<file path="src/rtl/lsu_pkg.sv">
package lsu_pkg;
  typedef enum logic {SZ_WORD = 1'b0, SZ_BYTE = 1'b1} lsu_size_e;

  function automatic logic [31:0] widen_disp(input logic [15:0] d);
    return {{16{d[15]}}, d};
  endfunction

  function automatic logic [31:0] widen_byte(input logic [7:0] b);
    return {{24{b[7]}}, b};
  endfunction
endpackage

</file>
<file path="src/rtl/lsu_agen.sv">
module lsu_agen #(
  parameter int ADDR_W = 32,
  parameter int OFF_W  = 16
) (
  input  logic [ADDR_W-1:0] base,
  input  logic [OFF_W-1:0]  offset,
  output logic [ADDR_W-1:0] ea
);
  localparam int EXT_W = ADDR_W - OFF_W;
  logic [ADDR_W-1:0] disp_ext;

  assign disp_ext = {{EXT_W{offset[OFF_W-1]}}, offset};
  assign ea       = base + disp_ext;
endmodule

</file>
<file path="src/rtl/lsu_align_chk.sv">
module lsu_align_chk #(
  parameter int LANE_W = 2
) (
  input  logic              req_valid,
  input  lsu_pkg::lsu_size_e size,
  input  logic [LANE_W-1:0] ea_low,
  output logic              fault,
  output logic              accept
);
  logic misaligned;

  assign misaligned = (size == lsu_pkg::SZ_WORD) && (ea_low != '0);
  assign fault      = req_valid && misaligned;
  assign accept     = req_valid && !misaligned;

  always_comb begin
    if (req_valid && size == lsu_pkg::SZ_BYTE)
      a_r3_byte_no_fault: assert (!fault);
  end
endmodule

</file>
<file path="src/rtl/lsu_store_steer.sv">
module lsu_store_steer #(
  parameter int DATA_W = 32,
  localparam int LANES  = DATA_W / 8,
  localparam int LANE_W = $clog2(LANES)
) (
  input  logic              is_byte,
  input  logic [LANE_W-1:0] lane,
  input  logic [DATA_W-1:0] wdata,
  output logic [LANES-1:0]  be,
  output logic [DATA_W-1:0] data
);
  for (genvar g = 0; g < LANES; g++) begin : g_lane
    assign be[g]          = is_byte ? (lane == LANE_W'(g)) : 1'b1;
    assign data[8*g +: 8] = is_byte ? wdata[7:0] : wdata[8*g +: 8];
  end
endmodule

</file>
<file path="src/rtl/lsu_load_extract.sv">
module lsu_load_extract #(
  parameter int DATA_W = 32,
  localparam int LANES  = DATA_W / 8,
  localparam int LANE_W = $clog2(LANES)
) (
  input  logic              is_byte,
  input  logic [LANE_W-1:0] lane,
  input  logic [DATA_W-1:0] rdata,
  output logic [DATA_W-1:0] data
);
  logic [7:0] lane_bytes [LANES];
  logic [7:0] picked;

  for (genvar g = 0; g < LANES; g++) begin : g_split
    assign lane_bytes[g] = rdata[8*g +: 8];
  end

  assign picked = lane_bytes[lane];
  assign data   = is_byte ? {{(DATA_W-8){picked[7]}}, picked} : rdata;
endmodule

</file>
<file path="src/rtl/lsu_byteword.sv">
module lsu_byteword #(
  parameter int ADDR_W = 32,
  parameter int DATA_W = 32,
  parameter int OFF_W  = 16,
  localparam int LANES  = DATA_W / 8,
  localparam int LANE_W = $clog2(LANES)
) (
  input  logic              clk,
  input  logic              rst_n,
  input  logic              req_valid,
  input  logic              req_write,
  input  logic              req_byte,
  input  logic [ADDR_W-1:0] base,
  input  logic [OFF_W-1:0]  offset,
  input  logic [DATA_W-1:0] wdata,
  output logic              mem_en,
  output logic              mem_we,
  output logic [LANES-1:0]  mem_be,
  output logic [ADDR_W-1:0] mem_addr,
  output logic [DATA_W-1:0] mem_wdata,
  input  logic [DATA_W-1:0] mem_rdata,
  output logic              ld_valid,
  output logic [DATA_W-1:0] ld_data,
  output logic              bus_err
);
  import lsu_pkg::*;

  lsu_size_e         size;
  logic [ADDR_W-1:0] ea;
  logic [LANE_W-1:0] lane;
  logic              accept;
  logic              fault;
  logic [LANES-1:0]  be_steer;
  logic              ld_accept;
  logic              ld_pend_q;
  logic              ld_byte_q;
  logic [LANE_W-1:0] ld_lane_q;

  assign size = req_byte ? SZ_BYTE : SZ_WORD;
  assign lane = ea[LANE_W-1:0];

  lsu_agen #(.ADDR_W(ADDR_W), .OFF_W(OFF_W)) u_agen (
    .base(base), .offset(offset), .ea(ea)
  );

  lsu_align_chk #(.LANE_W(LANE_W)) u_align (
    .req_valid(req_valid), .size(size), .ea_low(lane),
    .fault(fault), .accept(accept)
  );

  lsu_store_steer #(.DATA_W(DATA_W)) u_steer (
    .is_byte(req_byte), .lane(lane), .wdata(wdata),
    .be(be_steer), .data(mem_wdata)
  );

  assign mem_en    = accept;
  assign mem_we    = accept && req_write;
  assign mem_be    = mem_we ? be_steer : '0;
  assign mem_addr  = {ea[ADDR_W-1:LANE_W], {LANE_W{1'b0}}};
  assign bus_err   = fault;
  assign ld_accept = accept && !req_write;

  always_ff @(posedge clk) begin
    if (!rst_n) begin
      ld_pend_q <= 1'b0;
      ld_byte_q <= 1'b0;
      ld_lane_q <= '0;
    end else begin
      ld_pend_q <= ld_accept;
      if (ld_accept) begin
        ld_byte_q <= req_byte;
        ld_lane_q <= lane;
      end
    end
  end

  lsu_load_extract #(.DATA_W(DATA_W)) u_extract (
    .is_byte(ld_byte_q), .lane(ld_lane_q), .rdata(mem_rdata), .data(ld_data)
  );

  assign ld_valid = ld_pend_q;

  a_r1_addr_aligned: assert property (@(posedge clk) disable iff (!rst_n)
    mem_en |-> (mem_addr[LANE_W-1:0] == '0));
  a_r2_fault_no_access: assert property (@(posedge clk) disable iff (!rst_n)
    bus_err |-> !mem_en);
  a_r2_fault_no_return: assert property (@(posedge clk) disable iff (!rst_n)
    bus_err |=> !ld_valid);
  a_r4_word_store_all_lanes: assert property (@(posedge clk) disable iff (!rst_n)
    (mem_we && !req_byte) |-> (mem_be == '1));
  a_r5_byte_store_one_lane: assert property (@(posedge clk) disable iff (!rst_n)
    (mem_we && req_byte) |-> ($countones(mem_be) == 1));
  a_r6_load_returns: assert property (@(posedge clk) disable iff (!rst_n)
    (mem_en && !mem_we) |=> ld_valid);
  a_r7_byte_sign_fill: assert property (@(posedge clk) disable iff (!rst_n)
    (ld_valid && ld_byte_q) |-> (ld_data[DATA_W-1:7] == '0 || ld_data[DATA_W-1:7] == '1));
  a_r8_idle_quiet: assert property (@(posedge clk) disable iff (!rst_n)
    !req_valid |-> (!mem_en && !bus_err));
  a_r8_valid_only_after_load: assert property (@(posedge clk) disable iff (!rst_n)
    ld_valid |-> $past(mem_en && !mem_we));
endmodule

</file>
<file path="config.mk">
export PLATFORM = sky130hd
export DESIGN_NAME = lsu_byteword
export DESIGN_NICKNAME = d
export VERILOG_FILES = /design/src/rtl/lsu_pkg.sv /design/src/rtl/lsu_agen.sv /design/src/rtl/lsu_align_chk.sv /design/src/rtl/lsu_store_steer.sv /design/src/rtl/lsu_load_extract.sv /design/src/rtl/lsu_byteword.sv
export SDC_FILE = /design/constraint.sdc
export NUM_CORES = 1
export LEC_CHECK = 0
export ABC_CLOCK_PERIOD_IN_PS = 6200
export BUFFER_PORTS_ARGS = -buffer_cell sky130_fd_sc_hd__buf_2
export CAP_MARGIN = 25
export CORE_ASPECT_RATIO = 0.5
export CORE_MARGIN = 2
export CORE_UTILIZATION = 44
export CTS_BUF_LIST = sky130_fd_sc_hd__clkbuf_2
export CTS_CLUSTER_DIAMETER = 50
export DETAILED_ROUTE_END_ITERATION = 8
export HOLD_SLACK_MARGIN = 0.02
export PLACE_DENSITY_LB_ADDON = 0.08
export SLEW_MARGIN = 40
export SYNTH_ARGS = -nofsm -noshare
export SYNTH_HDL_FRONTEND = slang
export SYNTH_HIERARCHICAL = 1
export SYNTH_SLANG_ARGS = --single-unit
</file>
<file path="constraint.sdc">
create_clock -name clk -period 6.2 [get_ports clk]
set_clock_uncertainty 0.05 [all_clocks]
set_input_delay 0.62 -clock clk [delete_from_list [all_inputs] [get_ports clk]]
set_output_delay 0.62 -clock clk [all_outputs]
set_load 0.1 [all_outputs]
</file>
==> load_flow_metrics.sql, run 1 <==
INSERT INTO impl_metrics (metric_group, metric, value, unit) VALUES
('floorplan', 'floorplan.die_area', '7790', 'um^2'),
('yosys', 'synth_top_area_share', '12.5', '%'),
('clock_tree', 'cts_resized', '0', ''),
('clock_tree', 'tritoncts', 'done', ''),
('placed_design', 'numPlacedInstances', '719', ''),
('yosys', 'post_synth_num_cell_types', '63', ''),
('yosys', 'synth.ff_latch_count', '4', ''),
('yosys', 'synth-edff-count', '0', ''),
('sta', 'fmax', '256', 'MHz'),
('grt', 'grt_pass1_vias', '3215', ''),
('setup_path', 'endpoint_kind', 'primary output', ''),
('clock_tree', 'h-tree-depth', '1', ''),
('yosys', 'leading_cell_types_by_total_area_after_synthesis', 'sky130_fd_sc_hd__ha_1 (12%), sky130_fd_sc_hd__o21ai_2 (9.9%), sky130_fd_sc_hd__inv_1 (7.1%), sky130_fd_sc_hd__a21oi_1 (5.8%), sky130_fd_sc_hd__o21ai_0 (4.7%)', ''),
('finish', 'layout.nets', '781', ''),
('setup_path', 'worst_path_maximum_fanout', '17', ''),
('clock_tree', 'clkSinkCount', '4', ''),
('clock_tree', 'cts.root.buffer_cell', 'sky130_fd_sc_hd__clkbuf_2', ''),
('outcome', 'run_status', 'finished clean', ''),
('route', 'initialDrtViolationCount', '118', ''),
('setup_path', 'critical_path_arrival', '3.23', 'ns'),
('sta', 'fin_tns_setup', '0', 'ns'),
('clock_tree', 'ctsHoldBuffers', '0', ''),
('setup_path', 'regToRegSetupSlack', '5.16', 'ns'),
('clock_tree', 'cts.clk_slew.worst_paths', '0.04', 'ns'),
('yosys', 'synthesis.area', '3110', 'um^2'),
('clock_tree', 'clk-insertion-delay-late', '0.20', 'ns'),
('grt', 'wire_length_of_the_first_global_routing_pass', '14000', 'um'),
('yosys', 'synth_top_cells_by_count', 'sky130_fd_sc_hd__inv_1 (59), sky130_fd_sc_hd__a21oi_1 (36), sky130_fd_sc_hd__o21ai_2 (35)', ''),
('finish', 'layoutNonFillerInstCount', '723', ''),
('floorplan', 'number_of_ports_placed_on_the_die_boundary', '221', ''),
('finish', 'area_growth_syn_to_layout', '32.2', '%'),
('clock_tree', 'cts_inserted_buffers', '3', ''),
('setup_path', 'crit_type', 'in2out', ''),
('setup_path', 'worstPathRequired', '5.53', 'ns'),
('yosys', 'synthesis.instances', '442', ''),
('setup_path', 'critical-path-max-stage-delay', '0.48', 'ns'),
('min_path', 'hold_class', 'reg2reg', ''),
('yosys', 'postSynth.asyncResetShare', '0', '%'),
('setup_path', 'crit_path_top_delay_cell', 'sky130_fd_sc_hd__buf_2', ''),
('grt', 'grt_antenna_before_repair', '0', ''),
('route', 'vias', '3678', ''),
('yosys', 'synth.largest_area_cell', 'sky130_fd_sc_hd__ha_1', ''),
('sta', 'hold_viol_final', '0', ''),
('finish', 'fillCellCount', '682', ''),
('floorplan', 'core', '6750', 'um^2'),
('sta', 'post-route-period-util', '62.9', '%'),
('placed_design', 'place_worst_setup_slack', '2.31', 'ns'),
('placed_design', 'dp.final_hpwl', '7710', 'um'),
('sta', 'setup_repair_after_global_routing_missed_its_margin', 'false', ''),
('yosys', 'dominantRegCellSynth', 'sky130_fd_sc_hd__dfxtp_1', ''),
('setup_path', 'worst_setup_path_start_kind', 'primary input', ''),
('route', 'post-route-drc-count', '0', ''),
('floorplan', 'floorplan.die.height', '63.4', 'um'),
('floorplan', 'placement_rows', '21', ''),
('grt', 'grt-ovfl-total', '0', ''),
('clock_tree', 'cts.repair_timing.setup_buffer_count', '0', ''),
('finish', 'antennaDiodeCount', '0', ''),
('placed_design', 'portBuffers', '218', ''),
('sta', 'setup_viol', '0', ''),
('yosys', 'yosysSeqAreaShare', '2.58', '%'),
('route', 'drt.antenna.violating_nets', '0', ''),
('sta', 'finalMaxSlewViolations', '0', ''),
('route', 'drt-wirelength-per-cell', '12.7', 'um'),
('clock_tree', 'cts-root-to-sink-buffers', '2', ''),
('yosys', 'synth.most_common_cell', 'sky130_fd_sc_hd__inv_1', ''),
('finish', 'proportion_of_layout_cells_with_a_drive_suffix_above_1', '45.2', '%'),
('sta', 'postLayoutSetupSlackWorst', '2.30', 'ns'),
('placed_design', 'dpl-instance-area', '4080', 'um^2'),
('power', 'cellLeakagePower', '0.00231', 'uW'),
('power', 'total_power', '1040', 'uW'),
('power', 'power.density', '254', 'nW/um^2');
## final timing paths
path / cells after the start / end / start
max: 10 / mem_addr[30] / offset[15]
min: 2 / ld_lane_q[0] / ld_lane_q[0]
max reg2reg: 2 / ld_byte_q / ld_byte_q
min reg2reg: 2 / ld_lane_q[0] / ld_lane_q[0]
## flip-flops by register name, indices dropped and copies added (netlist names)
register	count
ld_byte_q	1
ld_valid	1
ld_lane_q	2
## cells in the final DEF, fill, tap and decap left out, types with 4 or more instances in the layout
master                       n
sky130_fd_sc_hd__mux2_4      6
sky130_fd_sc_hd__o21bai_1    5
sky130_fd_sc_hd__xnor2_1    13
sky130_fd_sc_hd__inv_1      59
sky130_fd_sc_hd__o22ai_1     8
sky130_fd_sc_hd__nor3_1      4
sky130_fd_sc_hd__buf_2     217
sky130_fd_sc_hd__mux2i_1     7
sky130_fd_sc_hd__nand2_1    30
sky130_fd_sc_hd__nand3b_1    8
sky130_fd_sc_hd__o21ai_1    11
sky130_fd_sc_hd__nand3_1    10
sky130_fd_sc_hd__xor2_1     15
sky130_fd_sc_hd__a21o_1     19
sky130_fd_sc_hd__and3_2      4
sky130_fd_sc_hd__clkbuf_2    4
sky130_fd_sc_hd__nand4_1     8
sky130_fd_sc_hd__o21ai_0    29
sky130_fd_sc_hd__o21ai_2    35
sky130_fd_sc_hd__ha_1       31
sky130_fd_sc_hd__a21oi_1    36
sky130_fd_sc_hd__nor2_1     13
## critical path: cells and delay by family
| family | cells | cell delay [ns] |
|---|---|---|
| AND/OR/NAND/NOR | 1 | 0.22 |
| AO/OA/AOI/OAI | 6 | 1.19 |
| buffers and inverters | 2 | 0.81 |
| adder cells (fa/ha/maj) | 1 | 0.38 |
## final cells by class
class,instances,area [um^2],area share [%]
Tap cell,92,115,2.80
Inverter,59,221,5.40
Multi-Input combinational cell,346,2570,62.6
Clock buffer,4,20.0,0.488
Timing Repair Buffer,218,1090,26.6
Sequential cell,4,85.1,2.07
## logic make-up after synthesis
group | Yosys count | synth area share (%)
AO/OA/AOI/OAI | 173 | 39.2
XOR/XNOR | 28 | 7.90
adder cells (fa/ha/maj) | 32 | 13.1
buffers and inverters | 93 | 14.8
flip-flops | 4 | 2.58
multiplexers | 14 | 5.52
other | 1 | 0.121
AND/OR/NAND/NOR | 97 | 16.7
## per-layer routing
metal  vias to the layer above  track usage, %  share of wire, %
met5                         -               0                 0
met4                         0            4.17              0.87
met3                         8            2.63               5.5
met2                       100            39.4                50
met1                      1625            27.2                44
li1                       1945               -                 -
## where the power goes
part	total [uW]	internal [uW]	switching, uW
clock network	28.1	17.0	11.1
registers	34.7	27.0	7.66
logic	978	191	787
total	1040	235	806
## metrics by stage
| step | util [%] | hold slack (ns) |
|---|---|---|
| 2_1_floorplan | - | 0.397 |
| 3_3_place_gp | 60.4 | 0.438 |
| 3_5_place_dp | 60.4 | 0.451 |
| 4_1_cts | 60.7 | 0.457 |
| 5_1_grt | 60.8 | 0.477 |
| 6_report | 60.8 | 0.460 |
No activity file was read; power rests on OpenSTA's default activity.
==> run 2, diff against run 1 <==
--- a/config.mk
+++ b/config.mk
@@ -5,7 +5,8 @@
 export SDC_FILE = /design/constraint.sdc
 export NUM_CORES = 1
 export LEC_CHECK = 0
-export ABC_CLOCK_PERIOD_IN_PS = 6200
+export ABC_AREA = 1
+export ABC_CLOCK_PERIOD_IN_PS = 4000
 export BUFFER_PORTS_ARGS = -buffer_cell sky130_fd_sc_hd__buf_2
 export CAP_MARGIN = 25
 export CORE_ASPECT_RATIO = 0.5
==> constraint.sdc (replaced) <==
create_clock -name clk -period 4 [get_ports clk]
set_clock_uncertainty 0.05 [all_clocks]
set_input_delay 0.4 -clock clk [delete_from_list [all_inputs] [get_ports clk]]
set_output_delay 0.4 -clock clk [all_outputs]
set_load 0.1 [all_outputs]
==> load_flow_metrics.sql, run 2 <==
INSERT INTO impl_metrics (metric_group, metric, value, unit) VALUES
('setup_path', 'endpoint_kind', 'primary output', ''),
('sta', 'hold_viol_final', '0', ''),
('route', 'post-route-drc-count', '0', ''),
('route', 'routed_wl', '11500', 'um'),
('finish', 'antennaDiodeCount', '0', ''),
('finish', 'most-common-layout-cells', 'sky130_fd_sc_hd__nand2_1 (390), sky130_fd_sc_hd__buf_2 (218), sky130_fd_sc_hd__inv_1 (140)', ''),
('finish', 'layout.nets', '1109', ''),
('yosys', 'syn_area_per_cell', '4.70', 'um^2'),
('setup_path', 'regToRegSetupSlack', '3.10', 'ns'),
('yosys', 'synthesis.instances', '756', ''),
('floorplan', 'core', '7910', 'um^2'),
('route', 'drt.antenna.violating_nets', '0', ''),
('power', 'internal_power_of_the_cells', '337', 'uW'),
('placed_design', 'gpl.final_weighted_congestion', '0.961', ''),
('yosys', 'synth_top_area_share', '41.2', '%'),
('power', 'clock_power_share', '2.2', '%'),
('route', 'drt-wirelength-per-cell', '10.7', 'um'),
('yosys', 'synth.most_common_cell', 'sky130_fd_sc_hd__nand2_1', ''),
('setup_path', 'critPathCapture', 'mem_be[3]', ''),
('power', 'switching_share', '79.1', '%'),
('grt', 'grt-ovfl-total', '0', ''),
('sta', 'post-route-period-util', '73.1', '%'),
('setup_path', 'worstPathRequired', '3.55', 'ns'),
('yosys', 'post_synth_num_cell_types', '31', ''),
('setup_path', 'crit-reg2reg-launch', 'ld_byte_q', ''),
('sta', 'setup_viol', '0', ''),
('placed_design', 'dp.final_hpwl', '10300', 'um'),
('placed_design', 'portBuffers', '218', ''),
('sta', 'post-route-min-period', '2.92', 'ns'),
('finish', 'leading_cell_type_in_the_layout_fill_and_taps_excluded', 'sky130_fd_sc_hd__nand2_1', ''),
('clock_tree', 'ctsHoldBuffers', '0', ''),
('finish', 'proportion_of_layout_cells_with_a_drive_suffix_above_1', '27.0', '%'),
('power', 'switching_power', '1270', 'uW'),
('grt', 'wire_length_of_the_first_global_routing_pass', '18000', 'um'),
('yosys', 'synthesis.area', '3550', 'um^2'),
('sta', 'fin_tns_setup', '0', 'ns'),
('finish', 'max_ffs_per_register', '2', ''),
('clock_tree', 'clk-insertion-delay-late', '0.20', 'ns'),
('sta', 'setup_repair_after_global_routing_missed_its_margin', 'false', ''),
('job', 'max_cap_viol_count', '0', ''),
('placed_design', 'numPlacedInstances', '1067', ''),
('setup_path', 'critical_path_arrival', '2.47', 'ns'),
('clock_tree', 'cts.repair_timing.setup_buffer_count', '0', ''),
('finish', 'postLayoutCellArea', '4650', 'um^2'),
('route', 'routed_vias_inst', '4.48', ''),
('clock_tree', 'cts_resized', '0', ''),
('placed_design', 'dpl-instance-area', '4640', 'um^2'),
('power', 'power.density', '346', 'nW/um^2'),
('sta', 'slew_headroom', '65.6', '%'),
('setup_path', 'worstSetupStartpoint', 'base[0]', ''),
('finish', 'layoutNonFillerInstCount', '1070', ''),
('yosys', 'dominantRegCellSynth', 'sky130_fd_sc_hd__dfxtp_1', ''),
('floorplan', 'die_width', '131', 'um'),
('route', 'vias', '4798', ''),
('setup_path', 'crit_type', 'in2out', ''),
('outcome', 'run_status', 'finished clean', ''),
('power', 'cellLeakagePower', '0.00344', 'uW'),
('min_path', 'hold_class', 'in2reg', ''),
('yosys', 'synth.ff_latch_count', '4', ''),
('floorplan', 'placement_rows', '23', ''),
('grt', 'grt_start_max_net_pins', '26', ''),
('finish', 'fillCellCount', '910', ''),
('clock_tree', 'cts.root.buffer_cell', 'sky130_fd_sc_hd__clkbuf_2', ''),
('grt', 'grt_antenna_before_repair', '0', ''),
('finish', 'area_growth_syn_to_layout', '31.0', '%'),
('setup_path', 'worst_path_maximum_fanout', '7', ''),
('clock_tree', 'tritoncts', 'done', ''),
('route', 'initialDrtViolationCount', '245', ''),
('clock_tree', 'h-tree-depth', '1', ''),
('sta', 'fmax', '342', 'MHz'),
('yosys', 'synth_top_cells_by_count', 'sky130_fd_sc_hd__nand2_1 (390), sky130_fd_sc_hd__inv_1 (140), sky130_fd_sc_hd__nor2_1 (50)', ''),
('power', 'pwr-share-seq', '3.1', '%'),
('setup_path', 'rr_endpoint', 'ld_byte_q', ''),
('sta', 'finalMaxSlewViolations', '0', ''),
('yosys', 'postSynth.asyncResetShare', '0', '%'),
('power', 'irDropWorstVdd', '180', 'uV'),
('floorplan', 'number_of_ports_placed_on_the_die_boundary', '221', ''),
('floorplan', 'floorplan.die_area', '8850', 'um^2'),
('finish', 'final_util', '58.8', '%'),
('grt', 'grt_pass1_vias', '4032', ''),
('power', 'share_comb_of_total_power', '94.8', '%'),
('yosys', 'leading_cell_types_by_total_area_after_synthesis', 'sky130_fd_sc_hd__nand2_1 (41%), sky130_fd_sc_hd__inv_1 (15%), sky130_fd_sc_hd__ha_1 (11%), sky130_fd_sc_hd__nor2_1 (5.3%), sky130_fd_sc_hd__nand3_1 (4.9%)', ''),
('grt', 'track_usage', '25.3', '%'),
('floorplan', 'start_util', '44.9', '%'),
('yosys', 'synth-edff-count', '0', ''),
('clock_tree', 'cts_inserted_buffers', '3', ''),
('yosys', 'synth.largest_area_cell', 'sky130_fd_sc_hd__nand2_1', ''),
('clock_tree', 'cts-root-to-sink-buffers', '2', ''),
('route', 'detailedRoute.firstPassIterationCount', '5', ''),
('finish', 'largest_register', 'ld_lane_q', ''),
('clock_tree', 'cts.clk_slew.worst_paths', '0.04', 'ns'),
('setup_path', 'ff_to_ff_path_depth', '2', ''),
('setup_path', 'worst_setup_path_start_kind', 'primary input', ''),
('yosys', 'yosys_warnings', '6', ''),
('floorplan', 'floorplan.die.height', '67.5', 'um'),
('clock_tree', 'clkSinkCount', '4', ''),
('sta', 'worst_pin_slew', '0.520', 'ns'),
('yosys', 'yosysSeqAreaShare', '2.25', '%');
==> run 2: cell count changes in the layout (fill, tap and decap cells not counted), sizes merged, moves of 8 or more <==
cell / delta
inv: +88
nand3: +29
a21oi: -16
xnor2: -11
o21ai: -73
nor2: +42
o22ai: -8
a21o: -18
nand3b: -8
nand2: +373
==> run 2: power by group through the flow <==
stage | clock (uW) | combinational (uW) | sequential (uW)
after global placement | 0 | 1520 | 50.3
after global routing | 40.1 | 1620 | 50.7
after CTS | 37.9 | 1530 | 49.6
final | 35.0 | 1530 | 49.5
after detailed placement | 0 | 1530 | 50.3
after floorplan | 0 | 1280 | 47.2
==> run 2: critical path, cell delays in order <==
cell and delay (ns):
sky130_fd_sc_hd__buf_2 0.12, sky130_fd_sc_hd__ha_1 0.23, sky130_fd_sc_hd__fa_1 0.53, sky130_fd_sc_hd__nor2_2 0.16, sky130_fd_sc_hd__nor2_1 0.06, sky130_fd_sc_hd__nor2_2 0.24
sky130_fd_sc_hd__nand2_1 0.18, sky130_fd_sc_hd__nor2_1 0.12, sky130_fd_sc_hd__buf_2 0.43
==> run 2: worst min-delay path by stage <==
stage,startpoint,to,depth (start not counted)
final,rst_n,ld_lane_q[0],3
after global routing,rst_n,ld_lane_q[0],3
after CTS,rst_n,ld_lane_q[0],3
after detailed placement,ld_lane_q[1],ld_lane_q[1],2
after global placement,ld_lane_q[1],ld_lane_q[1],2
after floorplan,ld_byte_q,ld_byte_q,2
==> run 2: logic make-up (layout without fill, tap and decap cells) <==
family	count (synthesis)	in the layout	synth area share (%)
other cells	1	2	0.106
xor+xnor	16	16	3.94
simple gates	511	511	58.5
compound gates	25	25	3.84
fa+ha+maj	32	32	11.5
flops	4	4	2.25
buf+inv	167	368	19.9
==> run 2: stage by stage <==
stage,total power (uW),worst slack (ns),hold WS (ns)
final,1610,1.08,0.402
after global placement,1570,1.18,0.589
after floorplan,1330,-0.261,0.399
after detailed placement,1580,1.12,0.590
after CTS,1620,1.11,0.386
after global routing,1710,0.981,0.389
==> run 2: metal layers <==
metal | vias up | routed length [um] | GRT usage (%)
met4 | 0 | 107 | 4.26
met3 | 10 | 584 | 2.38
li1 | 2628 | - | -
met5 | - | 0 | 0
met1 | 2039 | 5580 | 32.6
met2 | 121 | 5230 | 46.8
==> run 2: layout make-up <==
type	count	area (um^2)	share of cell area [%]
tap	112	140	3.01
inverter	147	554	11.9
multi-input combinational	586	2770	59.6
timing repair buffer	218	1090	23.4
clock buffer	3	15.0	0.323
sequential	4	80.1	1.72
